File: src/rtl/status_byte_srq.sv
module status_byte_srq (
  input  logic       clk,
  input  logic       rst_n,
  input  logic       wr_en,
  input  logic       wr_sel,
  input  logic [7:0] wr_data,
  input  logic [7:0] evt_pulse,
  input  logic       evt_rd,
  input  logic       oper_sum,
  input  logic       ques_sum,
  input  logic       mav,
  input  logic       spoll_rd,
  output logic [7:0] evt_q,
  output logic [7:0] ese_q,
  output logic [7:0] sre_q,
  output logic [7:0] stb_query,
  output logic [7:0] stb_spoll,
  output logic       srq
);

  localparam logic [7:0] NO_B6 = 8'hBF;

  logic [7:0] sbase;
  logic       esb, mss, mss_d, rqs;

  assign esb       = |(evt_q & ese_q);
  assign sbase     = {oper_sum, 1'b0, esb, mav, ques_sum, 3'b000};
  assign mss       = |(sbase & sre_q & NO_B6);
  assign stb_query = sbase | {1'b0, mss, 6'b0};
  assign stb_spoll = sbase | {1'b0, rqs, 6'b0};
  assign srq       = rqs;

  always_ff @(posedge clk) begin
    if (!rst_n) begin
      evt_q <= '0;
      ese_q <= '0;
      sre_q <= '0;
      mss_d <= 1'b0;
      rqs   <= 1'b0;
    end else begin
      if (wr_en && !wr_sel) ese_q <= wr_data;
      if (wr_en &&  wr_sel) sre_q <= wr_data & NO_B6;
      evt_q <= (evt_rd ? 8'h00 : evt_q) | evt_pulse;
      mss_d <= mss;
      if (mss && !mss_d) rqs <= 1'b1;
      else if (spoll_rd) rqs <= 1'b0;
    end
  end

  p_rqs_set_r8: assert property (@(posedge clk) disable iff (!rst_n)
    $rose(mss) |=> srq);

  p_poll_clear_r9: assert property (@(posedge clk) disable iff (!rst_n)
    (spoll_rd && !$rose(mss) && $past(rst_n)) |=> !srq);

  p_evt_sticky_r3: assert property (@(posedge clk) disable iff (!rst_n)
    !evt_rd |=> ((evt_q & $past(evt_q)) == $past(evt_q)));

  p_evt_capture_r3: assert property (@(posedge clk) disable iff (!rst_n)
    (|evt_pulse) |=> ((evt_q & $past(evt_pulse)) == $past(evt_pulse)));

  p_sre_b6_r6: assert property (@(posedge clk) disable iff (!rst_n)
    wr_en && wr_sel |=> !sre_q[6]);

  p_paths_match_r10: assert property (@(posedge clk) disable iff (!rst_n)
    (stb_spoll & NO_B6) == (stb_query & NO_B6));

endmodule

File: config.mk
export PLATFORM = sky130hd
export DESIGN_NAME = status_byte_srq
export DESIGN_NICKNAME = d
export VERILOG_FILES = /design/src/rtl/status_byte_srq.sv
export SDC_FILE = /design/constraint.sdc
export NUM_CORES = 1
export LEC_CHECK = 0
export CORE_AREA = 5 5 49 51
export CTS_CLUSTER_SIZE = 30
export DETAILED_ROUTE_END_ITERATION = 6
export DIE_AREA = 0 0 54 56
export DONT_BUFFER_PORTS = 1
export GPL_ROUTABILITY_DRIVEN = 0
export GPL_TIMING_DRIVEN = 0
export PLACE_DENSITY = 0.75
export SYNTH_ARGS = -nofsm -noshare
export SYNTH_HDL_FRONTEND = slang
export SYNTH_SLANG_ARGS = --single-unit
File: constraint.sdc
create_clock -name clk -period 1.9 [get_ports clk]
set_clock_uncertainty 0.15 [all_clocks]
set_input_delay 0.095 -clock clk [delete_from_list [all_inputs] [get_ports clk]]
set_output_delay 0.095 -clock clk [all_outputs]
set_load 0.05 [all_outputs]
==> impl_metrics.toml, run 1 <==
[drt]
postRouteAntennaNets = 0
wl_per_cell_um = 14.93
drt-initial-drc-count = 9
drt-pass1-iter-count = 4
vias = 1011
drt_wl_total_um = 2972
drcViolationCount = 0
vias_per_cell = 5.080

[synth]
ys_top_cells_by_count = "dfxtp_1 (25), nand2_1 (24), buf_4 (17), nor2b_1 (10)"
yosys.area.top_type = "dfxtp_1"
synth_top_area_share = 0.4430
yosysWarnings = 0
netlist_area_sq_mm = 0.001130
synth-seq-cells = 25
syn_inst = 128
synth_top_family_by_area = "compound AO/OA/AOI/OAI gates"
synth_mux_area_frac = 0
synth_compound_area_frac = 0.2182
synth_xor_area_frac = 0
synth_area_leaders = "dfxtp_1 (44%), buf_4 (11%), nand2_1 (8.0%), nor2b_1 (5.5%), a21boi_1 (5.3%)"
synth-simple-area-share = 0.1894
synth_cell_types = 22
synth-adder-area-share = 0
synth_edf_count = 0
async_reset_ff_frac = 0
synth_ff_type = "dfxtp_1"
synth.yosys.seq_area_share = 0.4430
avgSynthCellArea_sq_um = 8.827
synth.most_common_cell = "dfxtp_1"

[critical_path]
max_stage_delay_ps = 580
r2r_start = "sre_q[5]"
path_cells = "dlygate4sd3_1 > clkbuf_4 > nor2b_1 > buf_2 > nand2_1 > a21boi_1 > dlygate4sd3_1"
cp-start-kind = "input pin"
critPathRequiredTime_ps = 2020
reg2reg_to = "sre_q[5]"
reg2reg_slack_ps = 130
r2r_cells = 3
worst-setup-path-type = "input pin to flip-flop"
path_max_fanout = 10
cp_common_cell = "dlygate4sd3_1"
crit_slowest_cell = "dlygate4sd3_1"
cp-end-kind = "flip-flop"
arrival_ps = 1950

[clocking]
clkSinkCount = 25
clk_latency_ps = 320
cts_max_level = 1
clkTransAtPathRegs_ps = 130
numCtsBuffers = 3
cts_tree = "yes"
ctsRootBufferMaster = "clkbuf_4"
cts.path.max_buffers = 2

[floorplanning]
num_io_pins = 66
fp.dieW_um = 54
fp-row-count = 16
die_y_um = 56
initial_core_util = 0.5941
coreArea_sq_mm = 0.001902
die-area_sq_mm = 0.003024

[timing]
worst_pin_slew_ps = 620.9
period_share = 0.9627
drv_slew = 0
setup_viol = 0
finalCriticalPeriod_ps = 1829
fin_setup_tns_ps = 0
rsz0062_at_grt = "no"
clock.fmax_ghz = 0.5467
max_slew_margin = 0.5855
hold_violations = 0

[layout]
num_antenna_cells = 0
stdcell_count = 199
syn_to_final_growth_pct = 41.75
layout-drive-gt1-share = 0.2965
nNetsFinal = 198

[place]
dp_cells = 161
place_hpwl_um = 1947
port_buffers = 0

[worst_hold_path]
hold_class = "input pin to flip-flop"
holdCritStartpoint = "oper_sum"
min_path_cells = 4
whs_endpoint = "mss_d"

[power_and_ir_drop]
cellPowerDensity_mw_per_mm2 = 736.9
ir_drop_v = 0.0006066
p_leak_nw = 0.6766

[job]
drv_cap = 0

[global_routing]
grt_pass1_vias = 1012
grt_pass1_wl_um = 4754
grt_usage = 0.2104
antenna_found_initial = 0
grt_start_max_net_pins = 15
grt_overflow = 0

[status]
status = "completed"
## registers in the layout, summed over array words and instances, names as in the netlist
| signal | flops |
|---|---|
| ese_q | 8 |
| evt_q | 8 |
| mss_d | 1 |
| sre_q | 7 |
| srq | 1 |
## through the flow
stage / power, mW / util / cell area (sq um) / worst slack, ps / hold slack, ps
final: 1.180 / 0.8421 / 1602 / 70.81 / 65.53
after CTS: 1.186 / 0.8270 / 1573 / 11.95 / 54.44
after global placement: 0.8830 / 0.6237 / 1186 / 174.0 / 69.69
after detailed placement: 0.8869 / 0.6237 / 1186 / 165.4 / 73.52
after floorplan: 0.8634 / - / 1152 / 303.6 / 68.82
after global routing: 1.237 / 0.8421 / 1602 / 2.593 / 51.41
## per-layer routing
metal / global-route usage / part of all wire / up-vias
li1: - / - / 496
met1: 0.2323 / 0.35 / 471
met2: 0.3668 / 0.54 / 42
met3: 0.06166 / 0.097 / 2
met4: 0.07473 / 0.011 / 0
met5: 0 / 0 / -
## power by group
part | switching [mW] | leakage, nW | internal [mW]
Combinational | 0.151 | 0.445 | 0.121
Clock | 0.155 | 0.0177 | 0.0790
Sequential | 0.120 | 0.214 | 0.553
## worst max-delay path by stage
stage / from / end / slack, ps / cells past startpoint
final: wr_en / ese_q[0] / 70 / 7
after global routing: wr_en / ese_q[0] / 3 / 7
after CTS: sre_q[3] / stb_query[6] / 10 / 3
after detailed placement: sre_q[3] / stb_query[6] / 170 / 3
after global placement: evt_q[6] / stb_query[6] / 170 / 4
after floorplan: sre_q[3] / stb_query[6] / 300 / 3
## cells by family (layout without fill, tap and decap cells)
family                 after synthesis  in the layout
and+or+nand+nor                     45             45
other                                1              7
AOI/OAI and AO/OA                   32             32
buffers and inverters               25             63
DFF                                 25             25
## cells in the final DEF, fill, tap and decap left out, types with 7 or more instances in the layout
master,instances
buf_4,18
dfxtp_2,14
conb_1,7
nor2b_1,10
nand2_1,24
dlygate4sd3_1,32
o21a_1,8
nand3_1,7
a21boi_0,7
a21boi_1,8
## repair_timing
action,4_1_cts,5_1_grt
pin swaps,2,2
hold buffers,32,0
endpoints found under the hold margin,25,0
setup endpoints to repair,3,3
buffers inserted,2,0
gates resized for setup,19,11
## worst max-delay path: cells and delay by family
family	cells	cell delay, ps
AOI/OAI and AO/OA	1	160
buffers and inverters	4	1470
and+or+nand+nor	2	230
## final cells by class
| type | count | area, sq um |
|---|---|---|
| inverter | 1 | 3.754 |
| sequential | 25 | 536.8 |
| clock inverter | 1 | 5.005 |
| timing repair buffer | 34 | 335.3 |
| buffer | 24 | 172.7 |
| fill | 106 | 300.3 |
| clock buffer | 3 | 22.52 |
| tap | 27 | 33.78 |
| multi-input combinational | 84 | 491.7 |
No activity file was read; power rests on OpenSTA's default activity.
==> inputs of run 2 (changes only) <==
--- a/config.mk
+++ b/config.mk
@@ -7,6 +7,6 @@
 export LEC_CHECK = 0
-export CORE_AREA = 5 5 49 51
+export CORE_AREA = 5 5 83 47
 export CTS_CLUSTER_SIZE = 30
 export DETAILED_ROUTE_END_ITERATION = 6
-export DIE_AREA = 0 0 54 56
+export DIE_AREA = 0 0 88 52
 export DONT_BUFFER_PORTS = 1
@@ -14,3 +14,2 @@
 export GPL_TIMING_DRIVEN = 0
-export PLACE_DENSITY = 0.75
 export SYNTH_ARGS = -nofsm -noshare
--- a/constraint.sdc
+++ b/constraint.sdc
@@ -4,2 +4,2 @@
 set_output_delay 0.095 -clock clk [all_outputs]
-set_load 0.05 [all_outputs]
+set_load 0.02 [all_outputs]
==> run 2 against run 1 <==
Effect of this change:
- register-to-register slack better by 220 ps
- die area up 51%
- clock-buffer cell count unchanged
- sequential share of layout area down 0.99 points
- global-route usage down 7.6 points
- critical path type is now flip-flop to output pin
- highest routed layer unchanged
==> impl_metrics.toml, run 2 (synthesis results as in run 1) <==
[status]
status = "completed"

[layout]
largestRegisters = "ese_q x8, evt_q x8, sre_q x7"
num_antenna_cells = 0
stdcell_count = 210
syn_to_final_growth_pct = 36.88
final_util = 0.4876
final_common_cell = "dlygate4sd3_1"
fillers = 316
layout-drive-gt1-share = 0.2024
nNetsFinal = 194
most-common-layout-cells = "dlygate4sd3_1 (27), nand2_1 (24), dfxtp_1 (23), buf_4 (20), nor2b_1 (10)"

[power_and_ir_drop]
seqPwrFrac = 0.537
p_sw_frac = 0.2861
p_leak_nw = 0.6540
cellPowerDensity_mw_per_mm2 = 736.2
power_frac_comb = 0.184
ir_drop_v = 0.0002778
p_int_uw = 812.8
p_sw_uw = 325.7
clock_power_share = 0.278

[critical_path]
path_max_fanout = 3
arrival_ps = 1500
worst-setup-path-type = "flip-flop to output pin"
reg2reg_slack_ps = 350
critPathRequiredTime_ps = 1650
r2r_start = "evt_q[6]"
r2r_cells = 3
cp-start-kind = "flip-flop"
cp-end-kind = "output pin"
reg2reg_to = "evt_q[6]"

[global_routing]
grt_pass1_vias = 968
grt_usage = 0.1340
grt_pass1_wl_um = 4740
grt_start_max_net_pins = 15
antenna_found_initial = 0
grt_overflow = 0

[job]
drv_cap = 0

[clocking]
clk_latency_ps = 270
numCtsBuffers = 3
ctsRootBufferMaster = "clkbuf_8"
cts_tree = "yes"
clkSinkCount = 25
cts_max_level = 1
cts.path.max_buffers = 2
clkTransAtPathRegs_ps = 90

[floorplanning]
num_io_pins = 66
initial_core_util = 0.3562
die_y_um = 52
fp-row-count = 15
coreArea_sq_mm = 0.003172
die-area_sq_mm = 0.004576
fp.dieW_um = 88

[drt]
postRouteAntennaNets = 0
vias_per_cell = 4.671
drt-pass1-iter-count = 4
drt-initial-drc-count = 26
drcViolationCount = 0
drt_wl_total_um = 3070
wl_per_cell_um = 14.62
vias = 981

[timing]
fin_setup_tns_ps = 0
hold_violations = 0
clock.fmax_ghz = 0.5716
period_share = 0.9207
setup_viol = 0
rsz0062_at_grt = "no"
finalCriticalPeriod_ps = 1749
fin_ws_ps = 150.7
drv_slew = 0

[place]
port_buffers = 0
pre_cts_ws_ps = 288.1
place_hpwl_um = 2277
dp_cells = 176

[worst_hold_path]
whs_endpoint = "sre_q[7]"
holdCritStartpoint = "wr_sel"
min_path_cells = 3
hold_class = "input pin to flip-flop"
## run 2: cell types whose count changed in the layout (fill, tap and decap cells not counted)
| cell | delta |
|---|---|
| clkbuf_2 | +1 |
| clkbuf_4 | -6 |
| dlygate4sd3_1 | -5 |
| buf_2 | +2 |
| dfxtp_2 | -12 |
| dfxtp_4 | -5 |
| buf_6 | -1 |
| dfxtp_1 | +17 |
| a22oi_1 | +1 |
| buf_4 | +2 |
| a22oi_2 | -1 |
| clkbuf_8 | +3 |
## run 2: layout make-up
cell class,count,area [sq um],area share
Sequential cell,25,503.0,0.3252
Multi-Input combinational cell,84,486.7,0.3147
Timing Repair Buffer,30,292.8,0.1893
Buffer,24,161.4,0.1044
Tap cell,42,52.55,0.03398
Clock buffer,3,41.29,0.02670
Clock inverter,1,5.005,0.003236
Inverter,1,3.754,0.002427
## run 2: timing repair
action,in CTS,in global routing
setup buffers,3,0
resized for setup,0,2
endpoints found under the hold margin,24,0
hold buffers,27,0
endpoints found under the setup margin,1,1
pin swaps,2,1
## run 2: per-layer routing
metal / GRT usage / wire length [um] / vias to the layer above
met1: 0.1668 / 1338 / 456
met3: 0.06962 / 363 / 2
met4: 0.01531 / 12 / 0
met2: 0.2125 / 1354 / 37
met5: 0 / 0 / -
li1: - / - / 486
## run 2: critical path, cell delays in order, from the launching register on
cell and delay, ps:
dfxtp_1 410, a22oi_1 250, nand4_1 170, a21bo_2 250, buf_4 150
## run 2: power groups by stage
stage	Sequential (mW)	Clock [mW]	Combinational (mW)
final	0.612	0.317	0.210
after global routing	0.617	0.355	0.229
after CTS	0.612	0.326	0.208
after detailed placement	0.624	0	0.150
after global placement	0.623	0	0.147
after floorplan	0.615	0	0.133
## run 2: per-stage QoR
step | instance area (sq um) | total power, mW | hold WS (ps)
3_5_place_dp | 1205 | 0.7745 | 73.82
5_1_grt | 1546 | 1.200 | 49.84
2_1_floorplan | 1152 | 0.7482 | 68.82
4_1_cts | 1544 | 1.146 | 21.77
6_report | 1546 | 1.139 | 28.76
3_3_place_gp | 1205 | 0.7699 | 69.46
## run 2: worst max path at each step
stage,slack [ps],to,start,cells after the start
global placement,300,stb_query[6],sre_q[3],3
CTS,80,stb_query[6],sre_q[3],4
detailed placement,290,stb_query[6],sre_q[3],3
finish,150,stb_query[6],ese_q[6],4
floorplan,490,stb_query[6],sre_q[3],3
global route,10,stb_query[6],ese_q[6],4
==> inputs of run 3 (changes only) <==
--- a/config.mk
+++ b/config.mk
@@ -7,6 +7,7 @@
 export LEC_CHECK = 0
-export CORE_AREA = 5 5 83 47
+export ABC_AREA = 1
+export CORE_AREA = 10 10 85 50
 export CTS_CLUSTER_SIZE = 30
 export DETAILED_ROUTE_END_ITERATION = 6
-export DIE_AREA = 0 0 88 52
+export DIE_AREA = 0 0 95 60
 export DONT_BUFFER_PORTS = 1
--- a/constraint.sdc
+++ b/constraint.sdc
@@ -4,2 +4,2 @@
 set_output_delay 0.095 -clock clk [all_outputs]
-set_load 0.02 [all_outputs]
+set_load 0.1 [all_outputs]
==> run 3 against run 2 <==
Effect of this change:
- critical path depth increased by 3
- synthesized area fell by 6.3%
- clock power fell by 3%
- non-clock buffer count shrank 7
- wire length grew 8.3%
- largest cell class unchanged
- sequential power increased by 37%
- die area grew 25%
- flip-flop and latch count stayed put
- critical path type unchanged
- total power increased by 35%
- synthesized cell count rose by 7.8%
- sequential share of layout area grew 4.7 points
- setup slack lost 16 ps
- critical endpoint unchanged
==> impl_metrics.toml, run 3 <==
[floorplanning]
fp.dieW_um = 95
fp-row-count = 14
initial_core_util = 0.3730
coreArea_sq_mm = 0.002838
die-area_sq_mm = 0.005700
num_io_pins = 66
die_y_um = 60

[place]
port_buffers = 0
post_dp_cell_area_sq_mm = 0.001151
pre_cts_ws_ps = -55.09
place_hpwl_um = 2511
dp_cells = 184

[synth]
synth_cell_types = 15
yosysWarnings = 0
synth-adder-area-share = 0
synth-seq-cells = 25
synth_top_area_share = 0.4728
synth.yosys.seq_area_share = 0.4728
synth_area_leaders = "dfxtp_1 (47%), nor2_1 (13%), buf_4 (13%), nand2_1 (5.3%), a21oi_1 (4.7%)"
synth_xor_area_frac = 0
synth_top_family_by_area = "simple AND/OR/NAND/NOR gates"
netlist_area_sq_mm = 0.001059
avgSynthCellArea_sq_um = 7.670
synth_edf_count = 0
synth_mux_area_frac = 0
yosys.area.top_type = "dfxtp_1"
syn_inst = 138
synth_ff_type = "dfxtp_1"
synth.most_common_cell = "nor2_1"
ys_top_cells_by_count = "nor2_1 (38), dfxtp_1 (25), buf_4 (18), nand2_1 (15), a21oi_1 (10)"
async_reset_ff_frac = 0
synth-simple-area-share = 0.2565
synth_compound_area_frac = 0.1182

[power_and_ir_drop]
p_leak_nw = 0.6878
cellPowerDensity_mw_per_mm2 = 994.3
ir_drop_v = 0.0004815

[timing]
fin_setup_tns_ps = 0
clock.fmax_ghz = 0.5665
period_share = 0.9290
drv_slew = 0
fin_ws_ps = 134.9
worst_pin_slew_ps = 994.6
hold_violations = 0
setup_viol = 0
rsz0062_at_grt = "no"
finalCriticalPeriod_ps = 1765
max_slew_margin = 0.3360

[clocking]
ctsRootBufferMaster = "clkbuf_8"
clk_latency_ps = 260
cts.path.max_buffers = 2
postCtsSetupRepairBufs = 0
clkSinkCount = 25
cts_tree = "yes"
cts_max_level = 1
clkTransAtPathRegs_ps = 80
numCtsBuffers = 3

[drt]
postRouteAntennaNets = 0
vias_per_cell = 4.581
drt-initial-drc-count = 27
drt_wl_total_um = 3325
vias = 994
wl_per_cell_um = 15.32
drcViolationCount = 0
drt-pass1-iter-count = 4

[critical_path]
arrival_ps = 1520
critPathRequiredTime_ps = 1650
cp-start-kind = "flip-flop"
worst-setup-path-type = "flip-flop to output pin"
cp-end-kind = "output pin"
path_max_fanout = 3
r2r_cells = 5

[global_routing]
grt_overflow = 0
grt_pass1_wl_um = 5064
grt_usage = 0.1134
grt_start_max_net_pins = 14
grt_pass1_vias = 1020
antenna_found_initial = 0

[layout]
multi_input_area_sq_um = 422.9
regArea_sq_um = 574.3
most-common-layout-cells = "nor2_1 (38), dlygate4sd3_1 (29), dfxtp_4 (19), buf_4 (17), nand2_1 (15)"
layout-drive-gt1-share = 0.3107
fin_area_sq_mm = 0.001544
fillers = 292
nNetsFinal = 203
stdcell_count = 217
num_antenna_cells = 0
syn_to_final_growth_pct = 45.86
final_common_cell = "nor2_1"
largestRegisters = "ese_q x8, evt_q x8, sre_q x7"

[status]
status = "completed"

[worst_hold_path]
hold_class = "input pin to flip-flop"
min_path_cells = 4

[job]
drv_cap = 0
run 3: cells by family (layout without fill, tap and decap cells):
family / Yosys count / after routing
DFF: 25 / 25
other: 1 / 7
AOI/OAI and AO/OA: 25 / 25
and+or+nand+nor: 63 / 63
buffers and inverters: 24 / 57
run 3: what timing repair did:
action                                  CTS  global route
hold buffers                             29             0
gates resized for setup                  21             4
hold endpoints to repair                 25             0
pin swaps                                 0             0
endpoints found under the setup margin    2             2
run 3: report_power, final:
group          total, mW  switching, mW  internal, mW
clock              0.306          0.156         0.150
sequential         0.836          0.281         0.555
combinational      0.393          0.282         0.110
total               1.54          0.720         0.815
run 3: per-layer routing:
layer | wire length [um] | part of all wire | vias up | track usage
met5 | 0 | 0 | - | 0
met4 | 21 | 0.0063 | 0 | 0.02119
met3 | 526 | 0.16 | 4 | 0.07750
met2 | 1529 | 0.46 | 52 | 0.1868
met1 | 1248 | 0.38 | 445 | 0.1199
li1 | - | - | 493 | -
run 3: final timing paths:
kind	start	endpoint	slack (ps)
min	wr_en	ese_q[0]	4
max reg2reg	sre_q[4]	mss_d	180
max	evt_q[6]	stb_query[6]	130
min reg2reg	mss_d	srq	330
run 3: area by class of cell:
class	instances	share of cell area
buffer	18	0.08995
clock buffer	4	0.02917
inverter	6	0.01459
multi-input combinational	95	0.2739
sequential	25	0.3720
tap	40	0.03241
timing repair buffer	29	0.1880
run 3: critical path, cell delays in order (launching register included):
cell	delay (ps)
dfxtp_4	550
nand2_1	90
nand2_1	100
nor2_2	40
nand2_2	90
nand2_2	60
nand2_2	100
buf_6	220
run 3: through the flow:
step           utilization  hold slack [ps]  power (mW)
2_1_floorplan            -            62.31       1.158
3_3_place_gp        0.4056            66.10       1.187
3_5_place_dp        0.4056            71.89       1.193
4_1_cts             0.5401           0.5012       1.548
5_1_grt             0.5441            31.70       1.591
6_report            0.5441            3.945       1.535
